File: src/rtl/cmos_clock_pkg.sv
`timescale 1ns/1ps
package cmos_clock_pkg;

  localparam logic [6:0] IX_SEC  = 7'h00;
  localparam logic [6:0] IX_MIN  = 7'h02;
  localparam logic [6:0] IX_HOUR = 7'h04;
  localparam logic [6:0] IX_WDAY = 7'h06;
  localparam logic [6:0] IX_MDAY = 7'h07;
  localparam logic [6:0] IX_MON  = 7'h08;
  localparam logic [6:0] IX_YEAR = 7'h09;
  localparam logic [6:0] IX_CENT = 7'h32;
  localparam logic [6:0] IX_STAT_C = 7'h0C;
  localparam logic [6:0] IX_STAT_D = 7'h0D;
  localparam logic [7:0] STAT_D_INIT = 8'h80;

  typedef enum logic [3:0] {
    F_SEC, F_MIN, F_HOUR, F_WDAY, F_MDAY, F_MON, F_YEAR, F_CENT, F_NONE
  } cal_field_e;

  typedef struct packed {
    logic [6:0] sec;
    logic [6:0] min;
    logic [6:0] hour;
    logic [6:0] wday;
    logic [6:0] mday;
    logic [6:0] mon;
    logic [6:0] year;
    logic [6:0] cent;
  } cal_t;

  function automatic logic [7:0] to_bcd(input logic [6:0] v);
    logic [3:0] t;
    logic [3:0] u;
    t = 4'(v / 7'd10);
    u = 4'(v % 7'd10);
    return {t, u};
  endfunction

  function automatic logic [6:0] from_bcd(input logic [7:0] b);
    return 7'({3'b000, b[7:4]}) * 7'd10 + 7'({3'b000, b[3:0]});
  endfunction

  // Binary fields: year % 4 is the two low bits; a 00 year defers to the century.
  function automatic logic leap_year(input logic [6:0] yr, input logic [6:0] ce);
    if (yr == 7'd0) return (ce[1:0] == 2'b00);
    return (yr[1:0] == 2'b00);
  endfunction

  function automatic logic [6:0] month_days(input logic [6:0] m, input logic lp);
    case (m)
      7'd2:                      return lp ? 7'd29 : 7'd28;
      7'd4, 7'd6, 7'd9, 7'd11:   return 7'd30;
      default:                   return 7'd31;
    endcase
  endfunction

  function automatic cal_field_e field_of(input logic [6:0] ix);
    case (ix)
      IX_SEC:  return F_SEC;
      IX_MIN:  return F_MIN;
      IX_HOUR: return F_HOUR;
      IX_WDAY: return F_WDAY;
      IX_MDAY: return F_MDAY;
      IX_MON:  return F_MON;
      IX_YEAR: return F_YEAR;
      IX_CENT: return F_CENT;
      default: return F_NONE;
    endcase
  endfunction

  function automatic logic [6:0] cal_pick(input cal_t c, input cal_field_e f);
    case (f)
      F_SEC:   return c.sec;
      F_MIN:   return c.min;
      F_HOUR:  return c.hour;
      F_WDAY:  return c.wday;
      F_MDAY:  return c.mday;
      F_MON:   return c.mon;
      F_YEAR:  return c.year;
      F_CENT:  return c.cent;
      default: return 7'd0;
    endcase
  endfunction

endpackage

File: src/rtl/cmos_index_reg.sv
`timescale 1ns/1ps
module cmos_index_reg #(
  parameter int IW = 7
) (
  input  logic          clk,
  input  logic          rst_n,
  input  logic          wr,
  input  logic [7:0]    din,
  output logic [IW-1:0] idx,
  output logic          nmi
);
  always_ff @(posedge clk) begin
    if (!rst_n) begin
      idx <= '0;
      nmi <= 1'b0;
    end else if (wr) begin
      idx <= din[IW-1:0];
      nmi <= din[7];
    end
  end

  assert_ptr_load_R1: assert property (@(posedge clk) disable iff (!rst_n)
    wr |=> (idx == $past(din[IW-1:0])));
  assert_ptr_hold_R2: assert property (@(posedge clk) disable iff (!rst_n)
    !wr |=> ($stable(idx) && $stable(nmi)));
endmodule

File: src/rtl/cmos_byte_store.sv
`timescale 1ns/1ps
module cmos_byte_store #(
  parameter int         DEPTH    = 128,
  parameter int         IW       = 7,
  parameter int         PRESET_IX = 13,
  parameter logic [7:0] PRESET_V = 8'h80
) (
  input  logic          clk,
  input  logic          rst_n,
  input  logic          we,
  input  logic [IW-1:0] addr,
  input  logic [7:0]    wd,
  output logic [7:0]    rd
);
  logic [7:0] mem [DEPTH];

  always_ff @(posedge clk) begin
    if (!rst_n) begin
      for (int i = 0; i < DEPTH; i++)
        mem[i] <= (i == PRESET_IX) ? PRESET_V : 8'h00;
    end else if (we) begin
      mem[addr] <= wd;
    end
  end

  assign rd = mem[addr];

  assert_store_write_R8: assert property (@(posedge clk) disable iff (!rst_n)
    we |=> (rd == $past(wd)) || (addr != $past(addr)));
endmodule

File: src/rtl/cmos_calendar.sv
`timescale 1ns/1ps
module cmos_calendar
  import cmos_clock_pkg::*;
#(
  parameter int RST_CENT = 20,
  parameter int RST_WDAY = 7
) (
  input  logic       clk,
  input  logic       rst_n,
  input  logic       tick,
  input  logic       ld_en,
  input  cal_field_e ld_sel,
  input  logic [6:0] ld_val,
  output cal_t       cal
);
  cal_t q;
  logic adv, lp;
  logic [6:0] dim;
  logic sec_wrap, min_wrap, hour_wrap, day_wrap, mon_wrap, year_wrap;

  assign adv       = tick & ~ld_en;
  assign lp        = leap_year(q.year, q.cent);
  assign dim       = month_days(q.mon, lp);
  assign sec_wrap  = adv && (q.sec == 7'd59);
  assign min_wrap  = sec_wrap && (q.min == 7'd59);
  assign hour_wrap = min_wrap && (q.hour == 7'd23);
  assign day_wrap  = hour_wrap && (q.mday == dim);
  assign mon_wrap  = day_wrap && (q.mon == 7'd12);
  assign year_wrap = mon_wrap && (q.year == 7'd99);

  always_ff @(posedge clk) begin
    if (!rst_n) begin
      q <= '{sec: 7'd0, min: 7'd0, hour: 7'd0, wday: 7'(RST_WDAY),
             mday: 7'd1, mon: 7'd1, year: 7'd0, cent: 7'(RST_CENT)};
    end else if (ld_en) begin
      case (ld_sel)
        F_SEC:   q.sec  <= ld_val;
        F_MIN:   q.min  <= ld_val;
        F_HOUR:  q.hour <= ld_val;
        F_WDAY:  q.wday <= ld_val;
        F_MDAY:  q.mday <= ld_val;
        F_MON:   q.mon  <= ld_val;
        F_YEAR:  q.year <= ld_val;
        F_CENT:  q.cent <= ld_val;
        default: ;
      endcase
    end else if (adv) begin
      q.sec <= sec_wrap ? 7'd0 : q.sec + 7'd1;
      if (sec_wrap)  q.min  <= min_wrap ? 7'd0 : q.min + 7'd1;
      if (min_wrap)  q.hour <= hour_wrap ? 7'd0 : q.hour + 7'd1;
      if (hour_wrap) begin
        q.wday <= (q.wday == 7'd7) ? 7'd1 : q.wday + 7'd1;
        q.mday <= day_wrap ? 7'd1 : q.mday + 7'd1;
      end
      if (day_wrap)  q.mon  <= mon_wrap ? 7'd1 : q.mon + 7'd1;
      if (mon_wrap)  q.year <= year_wrap ? 7'd0 : q.year + 7'd1;
      if (year_wrap) q.cent <= (q.cent == 7'd99) ? 7'd0 : q.cent + 7'd1;
    end
  end

  assign cal = q;

  assert_sec_step_R10: assert property (@(posedge clk) disable iff (!rst_n)
    (adv && q.sec != 7'd59) |=> (q.sec == $past(q.sec) + 7'd1));
  assert_sec_wrap_R10: assert property (@(posedge clk) disable iff (!rst_n)
    sec_wrap |=> (q.sec == 7'd0));
  assert_wday_cycle_R5: assert property (@(posedge clk) disable iff (!rst_n)
    (hour_wrap && q.wday == 7'd7) |=> (q.wday == 7'd1));
  assert_feb_leap_R11: assert property (@(posedge clk) disable iff (!rst_n)
    (hour_wrap && q.mon == 7'd2 && q.mday == 7'd28 && lp) |=> (q.mday == 7'd29));
  assert_century_carry_R6: assert property (@(posedge clk) disable iff (!rst_n)
    year_wrap |=> (q.year == 7'd0) &&
      (q.cent == (($past(q.cent) == 7'd99) ? 7'd0 : $past(q.cent) + 7'd1)));
  assert_load_wins_R12: assert property (@(posedge clk) disable iff (!rst_n)
    (ld_en && ld_sel != F_SEC) |=> $stable(q.sec));
endmodule

File: src/rtl/cmos_clock_port.sv
`timescale 1ns/1ps
module cmos_clock_port
  import cmos_clock_pkg::*;
#(
  parameter int DEPTH    = 128,
  parameter int RST_CENT = 20,
  parameter int RST_WDAY = 7
) (
  input  logic       clk,
  input  logic       rst_n,
  input  logic       cs,
  input  logic       we,
  input  logic       addr,
  input  logic [7:0] wdata,
  input  logic       sec_tick,
  output logic [7:0] rdata,
  output logic       nmi_mask
);
  localparam int IW = $clog2(DEPTH);

  logic [IW-1:0] idx;
  logic          ptr_wr, win_wr, rd_stb, ro_hit, store_we, cal_ld;
  logic [7:0]    store_rd, read_val;
  cal_field_e    fld;
  cal_t          cal;

  assign ptr_wr   = cs & we & ~addr;
  assign win_wr   = cs & we & addr;
  assign rd_stb   = cs & ~we;
  assign fld      = field_of(7'(idx));
  assign ro_hit   = (7'(idx) == IX_STAT_C) || (7'(idx) == IX_STAT_D);
  assign store_we = win_wr && (fld == F_NONE) && !ro_hit;
  assign cal_ld   = win_wr && (fld != F_NONE);

  cmos_index_reg #(.IW(IW)) u_ptr (
    .clk(clk), .rst_n(rst_n), .wr(ptr_wr), .din(wdata),
    .idx(idx), .nmi(nmi_mask)
  );

  cmos_byte_store #(.DEPTH(DEPTH), .IW(IW), .PRESET_IX(int'(IX_STAT_D)),
                    .PRESET_V(STAT_D_INIT)) u_store (
    .clk(clk), .rst_n(rst_n), .we(store_we), .addr(idx), .wd(wdata),
    .rd(store_rd)
  );

  cmos_calendar #(.RST_CENT(RST_CENT), .RST_WDAY(RST_WDAY)) u_cal (
    .clk(clk), .rst_n(rst_n), .tick(sec_tick), .ld_en(cal_ld),
    .ld_sel(fld), .ld_val(from_bcd(wdata)), .cal(cal)
  );

  assign read_val = (fld != F_NONE) ? to_bcd(cal_pick(cal, fld)) : store_rd;

  always_ff @(posedge clk) begin
    if (!rst_n)      rdata <= 8'h00;
    else if (rd_stb) rdata <= addr ? read_val : 8'h00;
  end

  assert_nmi_follow_R1: assert property (@(posedge clk) disable iff (!rst_n)
    ptr_wr |=> (nmi_mask == $past(wdata[7])));
  assert_ptr_read_zero_R2: assert property (@(posedge clk) disable iff (!rst_n)
    (rd_stb && !addr) |=> (rdata == 8'h00) && $stable(nmi_mask));
  assert_rdata_hold_R3: assert property (@(posedge clk) disable iff (!rst_n)
    !rd_stb |=> $stable(rdata));
  assert_status_d_R7: assert property (@(posedge clk) disable iff (!rst_n)
    (rd_stb && addr && 7'(idx) == IX_STAT_D) |=> (rdata == STAT_D_INIT));
endmodule

File: config.mk
export PLATFORM = sky130hd
export DESIGN_NAME = cmos_clock_port
export DESIGN_NICKNAME = d
export VERILOG_FILES = /design/src/rtl/cmos_clock_pkg.sv /design/src/rtl/cmos_index_reg.sv /design/src/rtl/cmos_byte_store.sv /design/src/rtl/cmos_calendar.sv /design/src/rtl/cmos_clock_port.sv
export SDC_FILE = /design/constraint.sdc
export NUM_CORES = 2
export LEC_CHECK = 0
export BUFFER_PORTS_ARGS = -buffer_cell sky130_fd_sc_hd__clkbuf_2
export CAP_MARGIN = 0
export CORE_UTILIZATION = 45
export CTS_CLUSTER_DIAMETER = 100
export DETAILED_ROUTE_END_ITERATION = 7
export PLACE_DENSITY = 0.71
export SLEW_MARGIN = 0
export SYNTH_ARGS = -nofsm -noshare
export SYNTH_HDL_FRONTEND = slang
export SYNTH_HIERARCHICAL = 1
export SYNTH_SLANG_ARGS = --single-unit
File: constraint.sdc
create_clock -name clk -period 4.65 [get_ports clk]
set_input_delay 0.6975 -clock clk [delete_from_list [all_inputs] [get_ports clk]]
set_output_delay 0.6975 -clock clk [all_outputs]
set_load 0.03 [all_outputs]
== After elaboration in Yosys (flattened, before gate mapping) ==
Memory sizes are Yosys's and may differ from the RTL's. A register that Yosys moved wholly into a read port is not among the register bits.
Cells that the tools add are included.

* Register bits after elaboration: 72
* Bits in latches: 0
* RAM bits: 1024
* Bits in read-only memories: 0
* Input bits: 14
* Output and inout port bits: 9
* Logic and storage cells: 146
* Memories: 1

* Add/subtract/negate cells: 9
* Multipliers: 1
* Div/mod/pow operators: 2
* Order comparisons: 0
* Equal/unequal tests: 39
* Shifts and indexed selects: 0
* Multiplexer cells: 42
* Bitwise gates (word level): 8
* Reduce and logical (&&, ||, !) cells: 33

{| class="wikitable"
|+ Memories
! name !! words !! width !! read ports !! clocked after Yosys merged registers in !! wr ports !! RTL line !! text
|-
| u_store.mem || 128 || 8 || 1 || 1 || 128 || cmos_byte_store.sv:15 || <nowiki>logic [7:0] mem [DEPTH];</nowiki>
|}

{| class="wikitable"
|+ Operators with widths
! operator !! count
|-
| 2-to-1 mux 7 bit || 24
|-
| 2-to-1 mux 56 bit || 2
|-
| adder 7 x 1 -> 7 bit, second input constant || 8
|-
| case mux 7 bit (8 select lines) || 1
|-
| equality test 7 x 4 -> 1 bit, second input constant || 7
|-
| equality test 7 x 3 -> 1 bit, second input constant || 6
|-
| case mux 4 bit (8 select lines) || 1
|-
| 2-to-1 mux 8 bit || 3
|-
| equality test 7 x 6 -> 1 bit, second input constant || 3
|-
| AND reduction 3 bit || 7
|-
| equality test 4 x 3 -> 1 bit, second input constant || 4
|-
| != test 2 bit, second input constant || 8
|-
| equality test 7 x 2 -> 1 bit, second input constant || 2
|-
| equality test 7 bit, second input constant || 2
|-
| zero test 7 bit || 2
|-
| 2-to-1 mux 14 bit || 1
|-
| case mux 7 bit (2 select lines) || 1
|-
| nonzero test 2 bit || 7
|-
| logical AND 1 bit || 9
|-
| 2-to-1 mux 1 bit || 9
|-
| equality test 4 x 2 -> 1 bit, second input constant || 2
|-
| OR reduction 8 bit || 1
|-
| adder 7 x 4 -> 7 bit || 1
|-
| divider 7 x 4 -> 7 bit, second input constant || 1
|-
| 15 further kinds || 22
|}

== Depth between registers and ports, before layout ==
* Depth after elaboration: 16
* Mapped depth: 17
* Gate-level depth less buffers: 13

== Hierarchy ==
Netlist, hierarchy kept.

{| class="wikitable"
|+ Modules (own cells, without submodules)
! module !! times used !! cells an instance !! area each (µm²) !! sequential area each (µm²)
|-
| cmos_byte_store || 1 || 3792 || 48317.6 || 30749.5
|-
| cmos_calendar || 1 || 486 || 3684.8 || 1121.1
|-
| cmos_clock_port || 1 || 228 || 1742.9 || 160.2
|-
| cmos_index_reg || 1 || 25 || 301.5 || 160.2
|}

== Worst setup path before layout ==
OpenSTA, ideal clock, no wires.

* Path type: reg-to-reg
* Start point: register u_ptr.idx[3]
* End point: register u_cal.q (netlist bit u_cal/cal[11])
* Setup time: 0.125 ns
* Arrival time: 3.934 ns
* Data required time: 4.525 ns
* Slack: 0.591 ns
* Cell stages (with the launch flop): 16
* Buffers on the path: 4
* Clock period less this slack: 4.059 ns
* Path through: dfxtp_1 buf_4 and4b_1 clkbuf_1 o21ai_0 nand2_1 nor2_1 buf_1 nor2_1 nand4bb_1 nor4_1 o2111ai_1 a211o_1 buf_6 a221oi_2 o22ai_1

* Word-level cells in the longest chain between the ends: 16
* Elaborated cells between the ends (all ways): 28
* Those cells by class: 10 x eq/ne; 5 x mux; 2 x bitwise; 11 x reduce/logical

{| class="wikitable"
|+ RTL lines
! element !! RTL line !! text
|-
| start, declared || cmos_index_reg.sv:9 || <nowiki>output logic [IW-1:0] idx,</nowiki>
|-
| start signal, assigned || cmos_index_reg.sv:17 || <nowiki>idx <= din[IW-1:0];</nowiki>
|-
| equality test 7 x 6 -> 1 bit, or another cell as far along || cmos_clock_pkg.sv:58 || <nowiki>case (ix)</nowiki>
|-
| case mux 4 bit (8 select lines) (*) || cmos_clock_pkg.sv:58 ||
|-
| via fld[2] || cmos_clock_port.sv:24 || <nowiki>cal_field_e fld;</nowiki>
|-
| != test 4 bit (*) || cmos_clock_port.sv:33 || <nowiki>assign cal_ld = win_wr && (fld != F_NONE);</nowiki>
|-
| logical AND 1 bit (*) || cmos_clock_port.sv:33 ||
|-
| via cal_ld || cmos_clock_port.sv:22 || <nowiki>logic ptr_wr, win_wr, rd_stb, ro_hit, store_we, cal_ld;</nowiki>
|-
| NOT 1 bit || cmos_calendar.sv:21 || <nowiki>assign adv = tick & ~ld_en;</nowiki>
|-
| AND 1 bit || cmos_calendar.sv:21 ||
|-
| logical AND 1 bit || cmos_calendar.sv:24 || <nowiki>assign sec_wrap = adv && (q.sec == 7'd59);</nowiki>
|-
| logical AND 1 bit || cmos_calendar.sv:25 || <nowiki>assign min_wrap = sec_wrap && (q.min == 7'd59);</nowiki>
|-
| logical AND 1 bit || cmos_calendar.sv:26 || <nowiki>assign hour_wrap = min_wrap && (q.hour == 7'd23);</nowiki>
|-
| logical AND 1 bit || cmos_calendar.sv:27 || <nowiki>assign day_wrap = hour_wrap && (q.mday == dim);</nowiki>
|-
| logical AND 1 bit || cmos_calendar.sv:28 || <nowiki>assign mon_wrap = day_wrap && (q.mon == 7'd12);</nowiki>
|-
| logical AND 1 bit || cmos_calendar.sv:29 || <nowiki>assign year_wrap = mon_wrap && (q.year == 7'd99);</nowiki>
|-
| 2-to-1 mux 7 bit (2 in a row) || cmos_calendar.sv:56 || <nowiki>if (mon_wrap) q.year <= year_wrap ? 7'd0 : q.year + 7'd1;</nowiki>
|-
| 2-to-1 mux 56 bit || cmos_calendar.sv:47 || <nowiki>end else if (adv) begin</nowiki>
|-
| 2-to-1 mux 56 bit || cmos_calendar.sv:35 || <nowiki>end else if (ld_en) begin</nowiki>
|-
| end signal, assigned || cmos_calendar.sv:33 || <nowiki>q <= '{sec: 7'd0, min: 7'd0, hour: 7'd0, wday: 7'(RST_WDAY),</nowiki>
|-
| end, declared || cmos_calendar.sv:16 || <nowiki>cal_t q;</nowiki>
|}

The timed path passes the listed nets; every way through them passes the cells marked *. The select of a mux whose other input is x is not followed.
A chain may end at the register's enable or synchronous reset.

== Worst setup path after layout ==
* Start point: register u_ptr.idx[0]
* End point: register rdata[5]

* Word-level cells in the longest chain between the ends: 7
* Elaborated cells between the ends (all ways): 22
* Those cells by class: 1 x div; 15 x eq/ne; 4 x mux; 2 x reduce/logical

{| class="wikitable"
|+ RTL lines
! element !! RTL line !! text
|-
| equality test 7 x 6 -> 1 bit, or another cell as far along || cmos_clock_pkg.sv:58 ||
|-
| case mux 4 bit (8 select lines) (*) || cmos_clock_pkg.sv:58 ||
|-
| equality test 4 x 3 -> 1 bit, or another cell as far along || cmos_clock_pkg.sv:72 || <nowiki>case (f)</nowiki>
|-
| case mux 7 bit (8 select lines) || cmos_clock_pkg.sv:72 ||
|-
| divider 7 x 4 -> 7 bit || cmos_clock_pkg.sv:34 || <nowiki>t = 4'(v / 7'd10);</nowiki>
|-
| 2-to-1 mux 8 bit (*) || cmos_clock_port.sv:51 || <nowiki>assign read_val = (fld != F_NONE) ? to_bcd(cal_pick(cal, fld)) : store_rd;</nowiki>
|-
| 2-to-1 mux 8 bit (*) || cmos_clock_port.sv:55 || <nowiki>else if (rd_stb) rdata <= addr ? read_val : 8'h00;</nowiki>
|-
| end signal, assigned || cmos_clock_port.sv:55 ||
|-
| end, declared || cmos_clock_port.sv:16 || <nowiki>output logic [7:0] rdata,</nowiki>
|}

Every way passes the cells marked *; elsewhere a longest branch is shown, timed or not.

==> results.json <==
{
  "status": "complete, but fails checks",
  "failed_checks": "DRC, setup timing",
  "p_leak_nw": 21.19,
  "setup_tns_ns": -0.08921,
  "synth_top_flop_cell": "edfxtp_1",
  "synth_edf_count": 1024,
  "power_mw": 21.93,
  "drc": 2,
  "cts_tree": "built",
  "clkLatencyLatePin_ns": 0.73,
  "grt_pass1_vias": 37610,
  "crit_fanout": 95,
  "coreArea_um2": 118600,
  "cts-root-buf": "clkbuf_16",
  "startpoint_type": "flip-flop",
  "path_class": "flip-flop to flip-flop",
  "dp_slack_ns": -0.2018,
  "final_common_cell": "and2_1",
  "grt_antenna_before_repair": 6,
  "die_area_um2": 121500,
  "start_util": 0.4559,
  "placed_area_um2": 56650,
  "slew_violations": 0,
  "n_fill_cell": 10190,
  "ctsHoldBuffers": 0,
  "final_cell_mix": "and2_1, edfxtp_1, buf_4",
  "async_reset_ff_frac": 0,
  "grt_max_degree": 134,
  "viasPerCell": 6.404,
  "clk_pin_slew_ns": 0.07,
  "h-tree-depth": 3,
  "detail_route.wl_per_cell_um": 28.74,
  "setup_viol": 1,
  "syn-num-nets": 4567,
  "final_util": 0.5093,
  "critPathRequiredTime_ns": 5.30,
  "syn_area_per_cell_um2": 11.93,
  "cts.sinks": 1096,
  "cts_made_buffers": 112,
  "yosys_warnings": 6,
  "synthCells": 4531,
  "grt.total_usage": 0.2880,
  "drive_gt1_frac": 0.1300,
  "ys_types": 102,
  "die_h_um": 348.6,
  "hold_class": "primary input to flip-flop",
  "dpl.hpwl_um": 113000,
  "max_freq_ghz": 0.2110,
  "peakVddDrop_uv": 284.1,
  "finalWirelength_um": 178700,
  "grt_overflow_total": 0,
  "numPortBuffers": 22,
  "power_density_nw_per_um2": 363.2,
  "ioPinCount": 23,
  "area_delta_synth_final_pct": 11.72,
  "nets": 4558,
  "die_w_um": 348.6,
  "seq_area_frac_synth": 0.5956,
  "clockBufferDepth": 3,
  "fin_skew_ns": 0.03756,
  "crit_arrival_ns": 5.39,
  "timing.final.crit_period_ns": 4.739,
  "period_share": 1.019,
  "first_pass_iters": 8,
  "fin_ws_ns": -0.08921,
  "max_slew_margin": 0.08944,
  "place_congestion": 0.9568,
  "drtAntennaViolNets": 0,
  "tightest_slew_ns": 1.352,
  "vias": 39820,
  "hold_violations": 0,
  "syn-cell-area_um2": 54050,
  "rsz0062_at_grt": "yes",
  "rows": 126,
  "grt_first_pass_wirelength_um": 258800,
  "drt_first_iter_violations": 5849,
  "ys_seq_elements": 1096,
  "critPathCaptureType": "flip-flop",
  "fin_area_um2": 60380,
  "cap_violations": 0
}
==> logic make-up after synthesis <==
group,Yosys count,synth area share
DFF,1096,0.5956
buffers and inverters,428,0.03345
xor gates and xnor gates,7,0.001134
adders and majority gates,22,0.005371
muxes,179,0.03811
AOI/OAI and AO/OA,1064,0.1418
and+or+nand+nor,1735,0.1845
==> final cells by class <==
| type | instances | area [um2] | share of cell area |
|---|---|---|---|
| timing repair buffer | 272 | 2201 | 0.03645 |
| clock buffer | 140 | 2949 | 0.04884 |
| inverter | 30 | 115.1 | 0.001906 |
| multi-input combinational | 3010 | 20190 | 0.3344 |
| sequential | 1096 | 32200 | 0.5334 |
| antenna | 2 | 5.005 | 0.00008289 |
| tap | 1600 | 2002 | 0.03316 |
| clock inverter | 68 | 711.9 | 0.01179 |
==> worst max-delay path, cell delays in order (launching register included) <==
cell and delay (ns):
dfxtp_4 0.51, buf_12 0.42, and2_4 0.74, a221oi_1 0.24
or3_1 0.41, a21oi_1 0.66, a311oi_1 0.29, o31ai_1 0.56
a21oi_1 0.23, o21ai_0 0.18, and2_1 0.14
==> where the power goes <==
group | total [mW] | leakage [nW] | switching, mW | internal, mW
combinational | 1.61 | 8.28 | 1.16 | 0.452
sequential | 11.2 | 11.1 | 0.134 | 11.1
clock | 9.12 | 1.78 | 3.91 | 5.21
total | 21.9 | 21.2 | 5.21 | 16.7
==> state kept, by name, indices dropped and copies added, names as in the netlist <==
| register | flops |
|---|---|
| u_ptr/nmi | 1 |
| u_ptr/idx | 7 |
| u_store/mem | 1024 |
| u_cal/cal | 56 |
| rdata | 8 |
==> final timing paths <==
| check | startpoint | endpoint | slack (ns) | cells past startpoint |
|---|---|---|---|---|
| worst max-delay path | u_ptr/idx[0] | rdata[5] | -0.09 | 10 |
| worst min-delay path | rst_n | u_cal/cal[30] | 0.30 | 2 |
| worst max register to register | u_ptr/idx[0] | rdata[5] | -0.09 | 10 |
| worst min register to register | u_cal/cal[55] | u_cal/cal[55] | 0.48 | 2 |
==> cells in the mapped netlist (19+ instances only) <==
master,n,share of area
clkbuf_1,257,0.018
inv_1,28,0.0019
a221oi_1,110,0.018
o21ai_0,237,0.022
a221o_1,29,0.0054
o221ai_1,19,0.0031
nand4_1,19,0.0022
and3_1,22,0.0025
a31oi_1,25,0.0029
nor2_1,223,0.015
mux2_2,58,0.012
dfxtp_1,72,0.027
or3_1,25,0.0029
nand2_1,164,0.011
nand3_1,57,0.0053
ha_1,20,0.0046
a22o_1,51,0.0083
buf_2,103,0.0095
nor2b_1,34,0.0039
buf_1,25,0.0017
o211ai_1,27,0.0038
mux2i_1,103,0.019
edfxtp_1,1024,0.57
a21bo_2,20,0.0037
o22ai_1,46,0.0053
and2_1,1043,0.12
a211oi_1,27,0.0038
nand2b_1,24,0.0028
a21oi_1,141,0.013
nor3_1,36,0.0033
a22oi_1,118,0.016
a222oi_1,26,0.0048
==> layer usage <==
layer	routed length (um)	global-route usage	vias up
met5	26	0	-
met4	9131	0.1249	4
met3	22670	0.07424	533
met2	79580	0.4424	2811
met1	67280	0.3849	19550
li1	-	-	16920
==> what timing repair did <==
action	CTS	global route
buffers inserted	0	2
setup endpoints to repair	3	26
cloned	2	1
gates resized for setup	1	4
==> stage by stage <==
stage               hold slack (ns)  cells
finish                       0.3041   6218
detailed placement           0.4729   6003
floorplan                    0.4390   4531
global placement             0.4712   6003
global route                 0.3055   6216
CTS                          0.2764   6213
Power figures use the tool's default switching activity.
